File: config.mk
export PLATFORM = sky130hd
export DESIGN_NAME = pwr_xfer_stamp
export DESIGN_NICKNAME = d
export VERILOG_FILES = /design/src/rtl/pwr_stamp_pkg.sv /design/src/rtl/stamp_arm.sv /design/src/rtl/stamp_reg.sv /design/src/rtl/pwr_xfer_stamp.sv
export SDC_FILE = /design/constraint.sdc
export NUM_CORES = 1
export LEC_CHECK = 0
export CAP_MARGIN = 20
export CORE_MARGIN = 2
export CORE_UTILIZATION = 38
export DETAILED_ROUTE_END_ITERATION = 16
export DONT_BUFFER_PORTS = 1
export PLACE_DENSITY_LB_ADDON = 0.05
export SYNTH_ARGS = -nofsm -noshare
export SYNTH_HDL_FRONTEND = slang
export SYNTH_SLANG_ARGS = --single-unit
File: constraint.sdc
create_clock -name clk -period 1.35 [get_ports clk]
set_clock_uncertainty 0.15 [all_clocks]
set_input_delay 0.0675 -clock clk [delete_from_list [all_inputs] [get_ports clk]]
set_output_delay 0.0675 -clock clk [all_outputs]
set_load 0.02 [all_outputs]
File: src/rtl/pwr_stamp_pkg.sv
package pwr_stamp_pkg;

    localparam int FIELD_W  = 8;
    localparam int N_FIELDS = 5;
    localparam int STAMP_W  = FIELD_W * N_FIELDS;

    // Index of each record inside the slot array
    localparam int SLOT_BAT  = 0;
    localparam int SLOT_MAIN = 1;
    localparam int N_SLOTS   = 2;

    typedef logic [FIELD_W-1:0] bcd_t;

    // Month sits in the top byte, seconds in the bottom byte
    typedef struct packed {
        bcd_t month;
        bcd_t date;
        bcd_t hour;
        bcd_t minute;
        bcd_t second;
    } stamp_t;

    typedef enum logic {
        KEEP_FIRST = 1'b0,
        KEEP_LAST  = 1'b1
    } keep_policy_e;

    localparam stamp_t STAMP_EMPTY = '0;

    function automatic stamp_t pack_time(
        input bcd_t s, input bcd_t m, input bcd_t h,
        input bcd_t d, input bcd_t mo);
        stamp_t r;
        r.second = s;
        r.minute = m;
        r.hour   = h;
        r.date   = d;
        r.month  = mo;
        return r;
    endfunction

    function automatic logic stamp_is_empty(input stamp_t s);
        return (s == STAMP_EMPTY);
    endfunction

endpackage

File: src/rtl/stamp_arm.sv
// Tracks whether the keep-first record has already taken its event.
module stamp_arm (
    input  logic clk,
    input  logic rst,
    input  logic clr,
    input  logic stb,
    output logic held
);
    always_ff @(posedge clk) begin
        if (rst || clr) begin
            held <= 1'b0;
        end else if (stb) begin
            held <= 1'b1;
        end
    end
endmodule

File: src/rtl/stamp_reg.sv
// One record. The clear has priority over a load.
module stamp_reg
    import pwr_stamp_pkg::*;
(
    input  logic   clk,
    input  logic   rst,
    input  logic   clr,
    input  logic   load,
    input  stamp_t d,
    output stamp_t q
);
    always_ff @(posedge clk) begin
        if (rst || clr) begin
            q <= STAMP_EMPTY;
        end else if (load) begin
            q <= d;
        end
    end
endmodule

File: src/rtl/pwr_xfer_stamp.sv
module pwr_xfer_stamp
    import pwr_stamp_pkg::*;
(
    input  logic                clk,
    input  logic                rst,
    input  logic [FIELD_W-1:0]  tm_sec,
    input  logic [FIELD_W-1:0]  tm_min,
    input  logic [FIELD_W-1:0]  tm_hour,
    input  logic [FIELD_W-1:0]  tm_date,
    input  logic [FIELD_W-1:0]  tm_month,
    input  logic                to_bat_stb,
    input  logic                to_main_stb,
    input  logic                stamp_clr,
    output logic [STAMP_W-1:0]  bat_stamp,
    output logic [STAMP_W-1:0]  main_stamp
);
    stamp_t               now_t;
    stamp_t               slot_q [N_SLOTS];
    logic [N_SLOTS-1:0]   slot_stb;
    logic [N_SLOTS-1:0]   slot_load;
    logic                 bat_held;

    assign now_t = pack_time(tm_sec, tm_min, tm_hour, tm_date, tm_month);

    assign slot_stb[SLOT_BAT]  = to_bat_stb;
    assign slot_stb[SLOT_MAIN] = to_main_stb;

    stamp_arm u_arm (
        .clk  (clk),
        .rst  (rst),
        .clr  (stamp_clr),
        .stb  (to_bat_stb),
        .held (bat_held)
    );

    for (genvar i = 0; i < N_SLOTS; i++) begin : g_slot
        localparam keep_policy_e POL = (i == SLOT_BAT) ? KEEP_FIRST : KEEP_LAST;
        if (POL == KEEP_FIRST) begin : g_first
            assign slot_load[i] = slot_stb[i] & ~bat_held;
        end else begin : g_last
            assign slot_load[i] = slot_stb[i];
        end

        stamp_reg u_reg (
            .clk  (clk),
            .rst  (rst),
            .clr  (stamp_clr),
            .load (slot_load[i]),
            .d    (now_t),
            .q    (slot_q[i])
        );
    end

    assign bat_stamp  = slot_q[SLOT_BAT];
    assign main_stamp = slot_q[SLOT_MAIN];

endmodule

==> summary.txt <==
Clock network
  • Worst-case clock buffer depth: 2
  • Root Driver: clkbuf_8
  • Worst-Skew Late Latency: 0.33 ns
  • Total CTS buffers: 9
  • CTS resizes: 0
  • Sink Count: 81
  • Htree depth: 3
  • Hold_buf cts: 44
  • Clock slew at reported path FFs: 0.08 ns
  • Post-CTS Repair Setup Buffers: 0
  • CTS tree: built

Pwr
  • VDD IR max: 0.5957 mV
  • Psw: 1.184 mW
  • Sw Ratio: 24.20%
  • Power Internal: 3.710 mW
  • Pleak: 1.462 nW
  • Cell Pwr Density: 1312 nW/um2
  • Clock Power Share: 37.6%
  • Seq pwr share: 53.2%
  • Comb pwr share: 9.1%

Floorplan
  • Die ar.: 8650 um2
  • Placement Rows: 32
  • I/O pin count: 125
  • Die width: 93.01 um
  • Initial core utilization: 39.16%
  • Core box area: 7687 um2
  • Die Height: 93.01 um

Logic synthesis
  • Largest area contributor in the netlist: dfxtp_1
  • Register area share after synthesis: 53.87%
  • Most area-consuming cells after synthesis: dfxtp_1, mux2i_1, nand2_1
  • Synthesized Nets: 353
  • Number of synthesis warnings: 0
  • Cells after synthesis: 308
  • Netlist Area Pre-Place: 3010 um2
  • Yosys reg bits: 81
  • Syn_area_per_cell: 9.774 um2
  • Top cell type's share of synthesized area: 53.87%
  • Yosys cell types: 12

Finish
  • Area growth from synthesis to final layout: 23.90%
  • Final std cells w/o fill: 459
  • Register area: 1622 um2
  • # fillers: 778
  • Final-stage net count: 399
  • Diode count: 0
  • Share of cells above drive strength 1: 17.09%
  • Footprint of the multi-input gates: 1207 um2

Route
  • Via density: 4.723
  • DRC: 0
  • Vias: 2168
  • DRT antenna net count: 0
  • Wirelength per Cell: 15.14 um
  • Initial drt markers: 46
  • Drt total wl: 6.951 mm
  • DRT Pass-1 Iters: 4

Global route
  • Total gr overflow: 0
  • First-pass GRT wire length: 11.01 mm
  • Largest net degree at the start of global routing: 41
  • Overall routing resource usage: 16.25%
  • Initial antenna violation count: 0
  • Number of global-route vias before repair: 2146

Timing
  • Slew Limit Fails: 0
  • Slew headroom: 78.36%
  • Final worst setup slack: 0.04079 ns
  • Fin crit share: 96.98%
  • Min Hold Slack: -0.2630 ns
  • RSZ-0062 raised after global routing: false
  • Final setup TNS: 0 ns
  • Final Hold Fails: 39
  • Fmax: 0.7638 GHz
  • Worst-Margin Slew: 0.3246 ns
  • Final min period: 1.309 ns
  • Final setup fails: 0

Flow run
  • Max-cap viol count: 0

Hold path
  • Min-Delay Path Class: in -> reg

Outcome
  • Failing checks: negative hold slack
  • Outcome: finished with violations

Setup path
  • Worst path cell trace: dlygate4sd3_1, mux2i_1, dlygate4sd3_1, nor2_1
  • Arrival @ worst endpoint: 1.38 ns
  • CP most frequent cell: dlygate4sd3_1
  • WP buf/inv: 2
  • Crit path max fanout: 2
  • Largest stage delay, worst path: 0.57 ns
  • CP max-delay cell: dlygate4sd3_1
  • Crit path launch type: input port
  • Setup CP Type: in -> reg
  • Crit end category: flop
  • Top Family by Delay on Critical Path: buffers and inverters
  • WP data required: 1.42 ns

Place
  • Placer Congestion: 0.6884
  • I/O Buffers: 0
  • DP HPWL: 4.383 mm
  • Placed cell count: 401
  • Pre-CTS setup slack: 0.1564 ns
-- cell type report --
type                            instances  share of cell area, %
Timing Repair Buffer                   57                  15.43
Tap cell                              102                  3.422
Clock buffer                           10                  3.422
Multi-Input combinational cell        205                  32.37
Sequential cell                        81                  43.48
Clock inverter                          4                  1.879
-- registers in the layout, summed over array words and instances, names as in the netlist --
register	flops
g_slot.u_reg.q	80
u_arm.held	1
-- final timing paths --
check	slack [ns]	startpoint	depth (start not counted)	to
setup / recovery	0.04	tm_month[1]	4	g_slot[1].u_reg.q[33]
hold / removal	-0.26	to_main_stb	2	g_slot[1].u_reg.q[28]
setup reg to reg	0.05	g_slot[1].u_reg.q[33]	3	g_slot[1].u_reg.q[33]
hold reg to reg	0.31	g_slot[0].u_reg.q[32]	2	g_slot[0].u_reg.q[32]
-- synth_stat cells (all sizes together) --
library cell  instances
nand2b                1
and2b                 1
mux2i                40
dfxtp                81
nor2                 42
a21oi                40
nand2                80
or2                   1
buf                  22
-- layer usage --
metal  wire (um)  up-vias  share of wire [%]  GRT usage [%]
li1            -     1086                  -              -
met1        3135      991                 45          20.30
met2        3070       77                 44          25.06
met3         593       14                8.5          5.882
met4         152        0                2.2          7.475
met5           0        -                  0              0
-- cell usage in the layout, fill, tap and decap left out, drive strengths merged --
master | synthesis | final
buf | 22 | 13
clkbuf | 0 | 10
nor2 | 42 | 42
a21oi | 40 | 40
nand2 | 80 | 80
dlygate4sd3 | 0 | 44
clkinv | 0 | 2
mux2i | 40 | 40
or2 | 1 | 1
and2b | 1 | 1
dfxtp | 81 | 81
bufinv | 0 | 2
nand2b | 1 | 1
-- power groups by stage --
stage                     Clock (mW)  Sequential [mW]  Combinational, mW
after floorplan                    0             2.65              0.302
after global placement             0             2.66              0.325
after detailed placement           0             2.66              0.331
after CTS                       1.92             2.61              0.451
after global routing            2.01             2.62              0.495
final                           1.84             2.61              0.446
-- metrics by stage --
step / total power, mW / cell area (um2) / utilization [%] / hold WS, ns
2_1_floorplan: 2.954 / 3010 / - / 0.03332
3_3_place_gp: 2.988 / 3092 / 40.22 / 0.04436
3_5_place_dp: 2.993 / 3092 / 40.22 / 0.05421
4_1_cts: 4.979 / 3730 / 48.52 / -0.2811
5_1_grt: 5.119 / 3730 / 48.52 / -0.2844
6_report: 4.894 / 3730 / 48.52 / -0.2630
-- cell families after synthesis --
group / synth area share (%)
buffers and inverters: 6.193
DFF: 53.87
muxes: 13.30
AOI/OAI and AO/OA: 10.76
and+or+nand+nor: 15.88
Power figures use the tool's default switching activity.
